==> config.mk <==
export PLATFORM = sky130hd
export DESIGN_NAME = ecb_top
export DESIGN_NICKNAME = d
export VERILOG_FILES = /design/src/rtl/ecb_pkg.sv /design/src/rtl/ecb_counter.sv /design/src/rtl/ecb_status.sv /design/src/rtl/ecb_access.sv /design/src/rtl/ecb_top.sv
export SDC_FILE = /design/constraint.sdc
export NUM_CORES = 1
export LEC_CHECK = 0
export BUFFER_PORTS_ARGS = -buffer_cell sky130_fd_sc_hd__clkbuf_2
export CAP_MARGIN = 10
export CORE_MARGIN = 1
export CORE_UTILIZATION = 50
export CTS_BUF_LIST = sky130_fd_sc_hd__clkbuf_2
export CTS_CLUSTER_SIZE = 25
export DETAILED_ROUTE_END_ITERATION = 8
export MAX_ROUTING_LAYER = met4
export PLACE_DENSITY = 0.71
export RECOVER_POWER = 50
export SLEW_MARGIN = 20
export SYNTH_ARGS = -nofsm -noshare
export SYNTH_HDL_FRONTEND = slang
export SYNTH_HIERARCHICAL = 1
export SYNTH_SLANG_ARGS = --single-unit
==> constraint.sdc <==
create_clock -name clk -period 2 [get_ports clk]
set_input_delay 0.4 -clock clk [delete_from_list [all_inputs] [get_ports clk]]
set_output_delay 0.4 -clock clk [all_outputs]
set_load 0.1 [all_outputs]
==> src/rtl/ecb_pkg.sv <==
package ecb_pkg;
    typedef enum logic {
        ACC_IDLE    = 1'b0,
        ACC_RESPOND = 1'b1
    } acc_state_t;
endpackage

==> src/rtl/ecb_counter.sv <==
module ecb_counter #(
    parameter int CNT_W = 16
) (
    input  logic             clk,
    input  logic             rst_n,
    input  logic             sat_mode,
    input  logic             evt,
    input  logic             clr,
    output logic [CNT_W-1:0] cnt
);
    localparam logic [CNT_W-1:0] CNT_MAX = '1;
    localparam logic [CNT_W-1:0] CNT_ONE = CNT_W'(1);

    always_ff @(posedge clk or negedge rst_n) begin
        if (!rst_n) begin
            cnt <= '0;
        end else if (clr) begin
            // the read has already captured the old value; a same-cycle event restarts at one
            cnt <= evt ? CNT_ONE : '0;
        end else if (evt) begin
            if (!(sat_mode && cnt == CNT_MAX)) begin
                cnt <= cnt + CNT_ONE;
            end
        end
    end
endmodule

==> src/rtl/ecb_status.sv <==
module ecb_status #(
    parameter int STAT_W = 8
) (
    input  logic              clk,
    input  logic              rst_n,
    input  logic              clr_on_rd,
    input  logic [STAT_W-1:0] evt,
    input  logic              rd_hit,
    input  logic              wr_hit,
    input  logic [STAT_W-1:0] wmask,
    output logic [STAT_W-1:0] stat
);
    logic [STAT_W-1:0] clr_mask;

    always_comb begin
        if (clr_on_rd) begin
            clr_mask = rd_hit ? stat : '0;
        end else begin
            clr_mask = wr_hit ? wmask : '0;
        end
    end

    always_ff @(posedge clk or negedge rst_n) begin
        if (!rst_n) begin
            stat <= '0;
        end else begin
            // a set in the same cycle takes priority over a clear
            stat <= (stat & ~clr_mask) | evt;
        end
    end
endmodule

==> src/rtl/ecb_access.sv <==
module ecb_access
    import ecb_pkg::*;
#(
    parameter int DATA_W = 16
) (
    input  logic              clk,
    input  logic              rst_n,
    input  logic              rd_en,
    input  logic [DATA_W-1:0] rd_word,
    output logic [DATA_W-1:0] rdata,
    output logic              rd_valid
);
    acc_state_t state_q, state_d;

    always_comb begin
        state_d = state_q;
        unique case (state_q)
            ACC_IDLE:    state_d = rd_en ? ACC_RESPOND : ACC_IDLE;
            ACC_RESPOND: state_d = rd_en ? ACC_RESPOND : ACC_IDLE;
            default:     state_d = ACC_IDLE;
        endcase
    end

    always_ff @(posedge clk or negedge rst_n) begin
        if (!rst_n) begin
            state_q <= ACC_IDLE;
        end else begin
            state_q <= state_d;
        end
    end

    always_ff @(posedge clk or negedge rst_n) begin
        if (!rst_n) begin
            rdata <= '0;
        end else if (rd_en) begin
            rdata <= rd_word;
        end
    end

    assign rd_valid = (state_q == ACC_RESPOND);
endmodule

==> src/rtl/ecb_top.sv <==
module ecb_top #(
    parameter int NUM_CNT = 4,
    parameter int CNT_W   = 16,
    parameter int STAT_W  = 8,
    parameter int ADDR_W  = 3,
    parameter int DATA_W  = 16
) (
    input  logic              clk,
    input  logic              rst_n,
    input  logic              sat_mode,
    input  logic              clr_on_rd,
    input  logic [NUM_CNT-1:0] cnt_evt,
    input  logic [STAT_W-1:0] stat_evt,
    input  logic [ADDR_W-1:0] addr,
    input  logic              rd_en,
    input  logic              wr_en,
    input  logic [DATA_W-1:0] wdata,
    output logic [DATA_W-1:0] rdata,
    output logic              rd_valid
);
    localparam logic [ADDR_W-1:0] STAT_ADDR = ADDR_W'(NUM_CNT);

    logic [NUM_CNT*CNT_W-1:0] cnt_flat;
    logic [NUM_CNT-1:0]       cnt_sel;
    logic [STAT_W-1:0]        stat_q;
    logic [DATA_W-1:0]        rd_word;
    logic                     stat_rd_hit;
    logic                     stat_wr_hit;

    for (genvar g = 0; g < NUM_CNT; g++) begin : g_cnt
        localparam logic [ADDR_W-1:0] MY_ADDR = ADDR_W'(g);
        logic clr;
        assign cnt_sel[g] = (addr == MY_ADDR);
        assign clr        = sat_mode && rd_en && cnt_sel[g];
        ecb_counter #(.CNT_W(CNT_W)) u_cnt (
            .clk      (clk),
            .rst_n    (rst_n),
            .sat_mode (sat_mode),
            .evt      (cnt_evt[g]),
            .clr      (clr),
            .cnt      (cnt_flat[g*CNT_W +: CNT_W])
        );
    end

    assign stat_rd_hit = rd_en && (addr == STAT_ADDR);
    assign stat_wr_hit = wr_en && (addr == STAT_ADDR);

    ecb_status #(.STAT_W(STAT_W)) u_stat (
        .clk       (clk),
        .rst_n     (rst_n),
        .clr_on_rd (clr_on_rd),
        .evt       (stat_evt),
        .rd_hit    (stat_rd_hit),
        .wr_hit    (stat_wr_hit),
        .wmask     (wdata[STAT_W-1:0]),
        .stat      (stat_q)
    );

    always_comb begin
        rd_word = '0;
        for (int k = 0; k < NUM_CNT; k++) begin
            if (cnt_sel[k]) rd_word = DATA_W'(cnt_flat[k*CNT_W +: CNT_W]);
        end
        if (addr == STAT_ADDR) rd_word = DATA_W'(stat_q);
    end

    ecb_access #(.DATA_W(DATA_W)) u_acc (
        .clk      (clk),
        .rst_n    (rst_n),
        .rd_en    (rd_en),
        .rd_word  (rd_word),
        .rdata    (rdata),
        .rd_valid (rd_valid)
    );
endmodule

## After elaboration in Yosys (flattened, before gate mapping)

Index checks and enable logic that the tools add are counted.

- Bitwise operators: 3
- Multiplexer cells: 25
- Reductions and logical operators: 20
- Add/sub/neg operators: 4
- Equality and inequality tests: 12

Operators with widths:

| kind | number |
|---|---|
| 2-to-1 mux 16 bit | 17 |
| adder 16 x 1 -> 16 bit, second input constant | 4 |
| equality test 16 bit, second input constant | 4 |
| 2-to-1 mux 8 bit | 3 |
| logical AND 1 bit | 11 |
| bitwise AND 8 bit | 1 |
| != test 2 bit, second input constant | 4 |
| inverter 8 bit | 1 |
| bitwise OR 8 bit | 1 |
| AND reduction 2 bit | 4 |
| nonzero test 2 bit | 4 |
| equality test 3 x 2 -> 1 bit, second input constant | 2 |
| 2-to-1 mux 1 bit | 5 |
| equality test 3 x 1 -> 1 bit, second input constant | 1 |
| equality test 3 bit, second input constant | 1 |
| zero test 3 bit | 1 |

- Output and inout bits: 17
- Register bits: 89
- Input port bits: 37
- Word-level logic and storage cells: 71

## Longest topological paths before layout

Gate-level depths: netlist of run 1.

- Depth in word-level cells: 7
- Gate-level depth with buffers: 8
- Depth with buffers taken out: 5

## Hierarchy

The synthesis of run 1 kept the hierarchy.

By module, submodules not included:

| module | area an instance (µm²) | cells each | instances |
|---|---|---|---|
| ecb_counter | 954.7 | 106 | 4 |
| ecb_access | 674.4 | 35 | 1 |
| ecb_top | 615.6 | 72 | 1 |
| ecb_status | 346.6 | 26 | 1 |

## Worst setup path before layout of run 1

OpenSTA, ideal clock, no wires.

- Kind: flip-flop to flip-flop
- Start point: reg g_cnt[3].u_cnt.cnt[0]
- End point: reg g_cnt[3].u_cnt.cnt[8]
- Slack: 0.301 ns
- Cell stages (with the launch flop): 6
- Data required time: 1.922 ns
- Arrival: 1.622 ns
- Path through: dfrtp_1 ha_1 and3_1 nand3_1 or4_1 a21oi_1

- Word-level cells in the longest chain between the ends: 4
- Elaborated cells between the ends (all ways): 8
- Those cells by class: add/sub: 1; eq/ne: 2; mux: 3; reduce/logical: 2

RTL lines:

| what | line | text |
|---|---|---|
| from (decl) | ecb_counter.sv:9 | `output logic [CNT_W-1:0] cnt` |
| from (signal assigned) | ecb_counter.sv:19 | `cnt <= evt ? CNT_ONE : '0;` |
| from (signal assigned) | ecb_counter.sv:22 | `cnt <= cnt + CNT_ONE;` |
| adder 16 x 1 -> 16 bit / equality test 16 bit (equally long branches) | ecb_counter.sv:22, ecb_counter.sv:21 |  |
| 2-to-1 mux 16 bit / logical AND 1 bit (equally long branches) | ecb_counter.sv:21 | `if (!(sat_mode && cnt == CNT_MAX)) begin` |
| 2-to-1 mux 16 bit / != test 2 bit (equally long branches) | n/a |  |
| 2-to-1 mux 16 bit / AND reduction 2 bit (equally long branches) | n/a |  |

Parallel ways exist; a longest one is shown, timed or not. The select of a mux whose other input is x is not followed.
A chain may end at the register's enable or synchronous reset.

## Worst setup path after layout of run 1

- Start point: reg u_acc.rdata[0]
- End point: out rdata[0]

RTL lines:

| what | line | text |
|---|---|---|
| from (decl) | ecb_access.sv:10 | `output logic [DATA_W-1:0] rdata,` |
| from (signal assigned) | ecb_access.sv:36 | `rdata <= rd_word;` |
| to (decl) | ecb_top.sv:18 | `output logic [DATA_W-1:0] rdata,` |

No word-level cell between the ends.

==> flow_metrics.py, run 1 <==
metrics = {
    "global_route": {
        "antenna_found_initial": 0,
        "grt_pass1_vias": 4672,
        "grt_pass1_wl_microns": 23200,
        "globalRouteTotalUtil": 0.271,
        "gr-total-overflow": 0,
        "grt_max_degree": 39,
    },
    "timing": {
        "fin_worst_skew_ns": 0.0337,
        "finalHoldViolCount": 0,
        "rsz0062_at_grt": "no",
        "slew_viol_final": 0,
        "worst_pin_slew_ns": 0.914,
        "relSlewSlack": 0.390,
        "min_period_ns": 1.86,
        "fmax_ghz": 0.537,
        "setup_viol": 0,
        "period_share": 0.931,
        "final.setup.tns_ns": 0,
    },
    "power": {
        "power_frac_seq": 0.496,
        "ir_worst_vdd_mv": 0.503,
        "leakagePower_nw": 2.55,
        "power.switching_mw": 1.95,
        "switching_share": 0.407,
        "intPower_mw": 2.85,
        "p_comb_frac": 0.348,
        "p_clk_frac": 0.156,
        "powerDensity_nw_per_um2": 774,
    },
    "synthesis": {
        "synth_nets": 598,
        "synth_edf_count": 0,
        "yosysWarningCount": 6,
        "yosysUniqueCellTypes": 51,
        "yosys-top-cells-area": "dfrtp_1, a21oi_1, mux2i_1, mux4_2, mux2_4",
        "ys_seq_area_frac": 0.408,
        "synth_top_area_frac": 0.408,
        "synth.avg_cell_area_sq_um": 9.79,
        "async_flop_share": 1.00,
        "synthCells": 557,
        "synth_flop_cell": "dfrtp_1",
        "synth_area_sq_um": 5460,
        "ys_ff_latch": 89,
        "synth_top_cell_by_area": "dfrtp_1",
    },
    "outcome": {
        "status": "completed",
    },
    "die": {
        "die_area_sq_um": 11300,
        "die_w_microns": 106,
        "ios": 54,
        "core_area_sq_um": 10500,
        "row_count": 37,
        "start_util": 0.521,
        "fp.dieH_microns": 106,
    },
    "critical_path": {
        "worstPathMaxFanout": 2,
        "crit_chain": "clkbuf_2",
        "cp-startpoint": "u_acc/rdata[0]",
        "critPathSlowestCell": "clkbuf_2",
        "crit_family": "buffers and inverters",
        "worst_setup_path_end_kind": "output port",
        "cp.required_ns": 1.60,
        "slowest_delay_ns": 0.48,
        "worstSetupStartpointType": "flop",
        "cp.arrival_ns": 1.46,
        "cp.buffers_inverters": 1,
        "r2r_start": "g_cnt[1].u_cnt/cnt[7]",
        "path_class": "flop to output port",
    },
    "placed_design": {
        "gp_congestion": 0.901,
        "io_buffers": 45,
        "hpwlAfterDp_microns": 10800,
    },
    "job": {
        "drv_cap": 0,
    },
    "clocking": {
        "path_clk_slew_ns": 0.23,
        "cts_max_level": 3,
        "clock_path_buffers": 2,
        "cts_tree": "yes",
        "cts_sinks": 89,
        "cts_root_buf": "clkbuf_2",
        "clk_latency_ns": 0.55,
        "cts-buffers-inserted": 9,
    },
    "min_path": {
        "holdCritStartpoint": "stat_evt[1]",
        "hp-class": "input pin to flop",
    },
    "detailed_routing": {
        "remaining_drc_errors": 0,
        "drt-total-wl_microns": 14400,
        "vias_per_cell": 6.33,
        "routedWlPerCell_microns": 18.3,
        "ant_nets": 0,
        "vias": 4975,
        "first_pass_iters": 5,
        "drt_iter0_drc": 368,
    },
    "cells_and_area": {
        "layout_common_cells": "dfrtp_1, clkbuf_2, buf_4",
        "area_delta_synth_final_pct": 13.7,
        "antenna_cells": 0,
        "nets": 688,
        "final_core_util": 0.593,
        "drive_gt1_frac": 0.251,
        "final_common_cell": "dfrtp_1",
    },
}
-- through the flow --
step	instances	power (mW)	instance area, sq um	setup WS [ns]	hold slack [ns]
4_1_cts	783	4.80	6200	0.0908	0.000770
5_1_grt	786	5.11	6200	0.00552	0.00197
3_3_place_gp	766	4.00	6100	0.174	0.382
2_1_floorplan	557	3.41	5460	0.301	0.104
6_report	786	4.80	6200	0.138	0.0384
3_5_place_dp	766	4.05	6100	0.111	0.382
-- final cells by class --
class	instances	area [sq um]
inverter	8	30.0
tap	136	170
sequential	89	2230
clock inverter	4	22.5
multi-input combinational	431	2980
fill	918	4260
clock buffer	10	50.0
timing repair buffer	108	722
-- power by group through the flow --
stage          Combinational (mW)  Clock [mW]  Sequential, mW
3_3_place_gp                 1.60           0            2.40
4_1_cts                      1.65       0.771            2.38
3_5_place_dp                 1.63           0            2.42
5_1_grt                      1.83       0.849            2.43
2_1_floorplan               0.721           0            2.69
6_report                     1.67       0.747            2.38
-- cell usage after synthesis (5+ instances only) --
library cell and n:
o21ai_0 12, nand3_1 29, mux2_2 6, or4_1 16, mux2_4 10, dfrtp_1 89
a21oi_1 40, clkbuf_2 10, a31o_1 8, o31ai_1 20, a22oi_1 8, and3_1 10
nor2_1 35, inv_1 8, nand2_1 29, a31oi_1 8, mux4_2 7, o221ai_1 8
nor2b_1 15, mux2i_1 16, nand2b_1 9, buf_2 5, or3_1 12, buf_6 6
nand4_1 16, nand3b_1 8, a211oi_1 8, nor4_1 13, nor3_1 29
-- registers in the layout, summed over array words and instances (netlist names) --
name / count
g_cnt.u_cnt/cnt: 64
u_stat/stat: 8
u_acc/rdata: 16
u_acc/rd_valid: 1
-- worst reg2reg max path, stage by stage (launching register included) --
cell	delay (ns)
dfrtp_1	0.53
nand3_2	0.19
or3_1	0.51
o311a_1	0.37
nor3_1	0.20
-- final timing paths --
path | to | slack [ns] | depth (start not counted)
max reg2reg | g_cnt[1].u_cnt/cnt[0] | 0.14 | 4
min reg2reg | u_stat/stat[4] | 0.55 | 1
min in group asynchronous | u_acc/rdata[11] | 0.43 | 2
max in group asynchronous | g_cnt[2].u_cnt/cnt[2] | 0.43 | 3
min | u_stat/stat[1] | 0.04 | 2
max | rdata[0] | 0.14 | 1
-- kinds of logic (layout without fill, tap and decap cells) --
group | after synthesis | after routing | share of synthesized area
buffers and inverters | 37 | 130 | 0.0472
flip-flops | 89 | 89 | 0.408
AND/OR/NAND/NOR | 259 | 259 | 0.274
AO/OA/AOI/OAI | 128 | 128 | 0.159
multiplexers | 40 | 40 | 0.103
adder cells (fa/ha/maj) | 4 | 4 | 0.00917
-- routing by layer --
layer	GRT usage	vias to the layer above	part of all wire
li1	-	2343	-
met1	0.358	2413	0.44
met2	0.415	187	0.46
met3	0.0564	32	0.070
met4	0.0949	0	0.026
met5	-	-	0
-- what timing repair did --
action,in CTS,in global routing
setup endpoints to repair,0,3
hold buffers,3,1
endpoints found under the hold margin,34,1
gates resized for setup,0,1
setup buffers,0,2
(Power assumes the default switching activity.)
==> inputs of run 2 (changes only) <==
--- a/config.mk
+++ b/config.mk
@@ -5,7 +5,7 @@
 export SDC_FILE = /design/constraint.sdc
 export NUM_CORES = 1
 export LEC_CHECK = 0
-export BUFFER_PORTS_ARGS = -buffer_cell sky130_fd_sc_hd__clkbuf_2
+export BUFFER_PORTS_ARGS = -buffer_cell sky130_fd_sc_hd__buf_2
 export CAP_MARGIN = 10
 export CORE_MARGIN = 1
 export CORE_UTILIZATION = 50
==> flow_metrics.py, run 2 (synthesis results as in run 1) <==
metrics = {
    "outcome": {
        "status": "completed",
    },
    "power": {
        "leakagePower_nw": 2.56,
        "ir_worst_vdd_mv": 0.566,
        "powerDensity_nw_per_um2": 777,
        "power_frac_seq": 0.491,
        "p_clk_frac": 0.154,
        "intPower_mw": 2.87,
        "p_comb_frac": 0.355,
        "switching_share": 0.406,
        "power.switching_mw": 1.96,
        "power_mw": 4.83,
    },
    "clocking": {
        "cts_sinks": 89,
        "cts_setup_buffers": 0,
        "cts_root_buf": "clkbuf_2",
        "clk_latency_ns": 0.56,
        "cts-buffers-inserted": 9,
        "cts_tree": "yes",
        "clock_path_buffers": 2,
        "cts_max_level": 3,
        "path_clk_slew_ns": 0.23,
    },
    "detailed_routing": {
        "vias": 5017,
        "first_pass_iters": 5,
        "routedWlPerCell_microns": 18.6,
        "vias_per_cell": 6.38,
        "remaining_drc_errors": 0,
        "drt-total-wl_microns": 14600,
        "drt_iter0_drc": 348,
        "ant_nets": 0,
    },
    "placed_design": {
        "io_buffers": 45,
        "gp_congestion": 0.903,
        "hpwlAfterDp_microns": 11000,
    },
    "global_route": {
        "gr-total-overflow": 0,
        "grt_pass1_vias": 4729,
        "grt_pass1_wl_microns": 23400,
        "grt_max_degree": 37,
        "antenna_found_initial": 0,
        "globalRouteTotalUtil": 0.274,
    },
    "timing": {
        "fin_worst_skew_ns": 0.0366,
        "final.setup.tns_ns": 0,
        "setup_viol": 0,
        "fmax_ghz": 0.519,
        "min_period_ns": 1.93,
        "relSlewSlack": 0.413,
        "worst_pin_slew_ns": 0.880,
        "finalHoldViolCount": 0,
        "period_share": 0.964,
        "rsz0062_at_grt": "no",
        "slew_viol_final": 0,
        "holdWs_ns": 0.0492,
    },
    "cells_and_area": {
        "top_regs": "g_cnt.u_cnt/cnt x64, u_acc/rdata x16, u_stat/stat x8",
        "antenna_cells": 0,
        "layout_common_cells": "dfrtp_1, buf_4, buf_2",
        "final_core_util": 0.595,
        "drive_gt1_frac": 0.252,
        "final_common_cell": "dfrtp_1",
        "fillers": 952,
        "largest_register": "g_cnt.u_cnt/cnt",
        "multiInputGateArea_sq_um": 2980,
        "largest_reg_flops": 64,
        "area_delta_synth_final_pct": 14.1,
        "register_area_sq_um": 2230,
        "nets": 687,
    },
    "die": {
        "core_area_sq_um": 10500,
        "start_util": 0.521,
        "fp.dieH_microns": 106,
        "die_area_sq_um": 11300,
        "die_w_microns": 106,
        "ios": 54,
        "row_count": 37,
    },
    "critical_path": {
        "worst_setup_path_end_kind": "flop",
        "crit_chain": "ha_1 > and3_1 > nand3_1 > or4_1 > a21oi_1",
        "worstPathMaxFanout": 6,
        "critPathSlowestCell": "or4_1",
        "cp.buffers_inverters": 0,
        "crit_family": "simple AND/OR/NAND/NOR gates",
        "path_class": "flop to flop",
        "cp.arrival_ns": 2.43,
        "slowest_delay_ns": 0.57,
        "cp.required_ns": 2.50,
        "worstSetupStartpointType": "flop",
    },
    "job": {
        "drv_cap": 0,
    },
    "min_path": {
        "hp-class": "input pin to flop",
    },
}
-- run 2: cell types whose count changed in the layout (fill, tap and decap cells not counted), moves of 2 or more --
cell	previous run	this run
dlygate4sd3_1	4	7
buf_4	53	49
buf_2	0	43
dfrtp_1	89	86
clkbuf_2	55	13
clkinv_2	0	2
dfrtp_2	0	3
-- run 2: worst reg2reg max path, cell delays in order (launching register included) --
cell,delay [ns]
dfrtp_1,0.48
ha_1,0.20
and3_1,0.23
nand3_1,0.23
or4_1,0.57
a21oi_1,0.16
-- run 2: repair_timing --
action | 4_1_cts | 5_1_grt
endpoints found under the setup margin | 0 | 3
hold buffers | 6 | 1
hold endpoints to repair | 37 | 1
resized for setup | 0 | 4
-- run 2: stage by stage --
step                std cells  worst slack (ns)  area [sq um]
floorplan                 557             0.301          5460
global placement          764             0.174          6080
detailed placement        764             0.109          6080
CTS                       785            0.0968          6220
global route              786           0.00139          6220
finish                    786            0.0718          6220
-- run 2: per-layer routing --
layer	vias to the layer above	GRT usage	wire length, microns
met5	-	-	0
met1	2450	0.351	6270
met2	200	0.435	6970
met4	0	0.108	411
li1	2333	-	-
met3	34	0.0466	932
-- run 2: area by class of cell --
class                   instances  area share
well taps                     136      0.0273
multi-input cells             431       0.479
clock inverters                 4     0.00342
repair buffers                107       0.118
inverters                       8     0.00483
clock buffers                  11     0.00885
flip-flops and latches         89       0.358
-- run 2: power by group through the flow --
stage | Sequential (mW) | Combinational (mW) | Clock (mW)
2_1_floorplan | 2.69 | 0.721 | 0
3_3_place_gp | 2.39 | 1.64 | 0
3_5_place_dp | 2.41 | 1.68 | 0
4_1_cts | 2.37 | 1.70 | 0.772
5_1_grt | 2.41 | 1.87 | 0.831
6_report | 2.38 | 1.72 | 0.743
-- run 2: path summary, 6_finish.rpt --
check | startpoint | end | slack (ns) | cells after the start
max in group asynchronous | rst_n | g_cnt[2].u_cnt/cnt[7] | 0.52 | 3
worst max register to register | g_cnt[0].u_cnt/cnt[0] | g_cnt[0].u_cnt/cnt[8] | 0.07 | 5
worst min register to register | u_acc/rdata[11] | u_acc/rdata[11] | 0.54 | 1
min in group asynchronous | rst_n | g_cnt[1].u_cnt/cnt[9] | 0.46 | 2
worst min-delay path | stat_evt[4] | u_stat/stat[4] | 0.05 | 2
worst max-delay path | g_cnt[0].u_cnt/cnt[0] | g_cnt[0].u_cnt/cnt[8] | 0.07 | 5
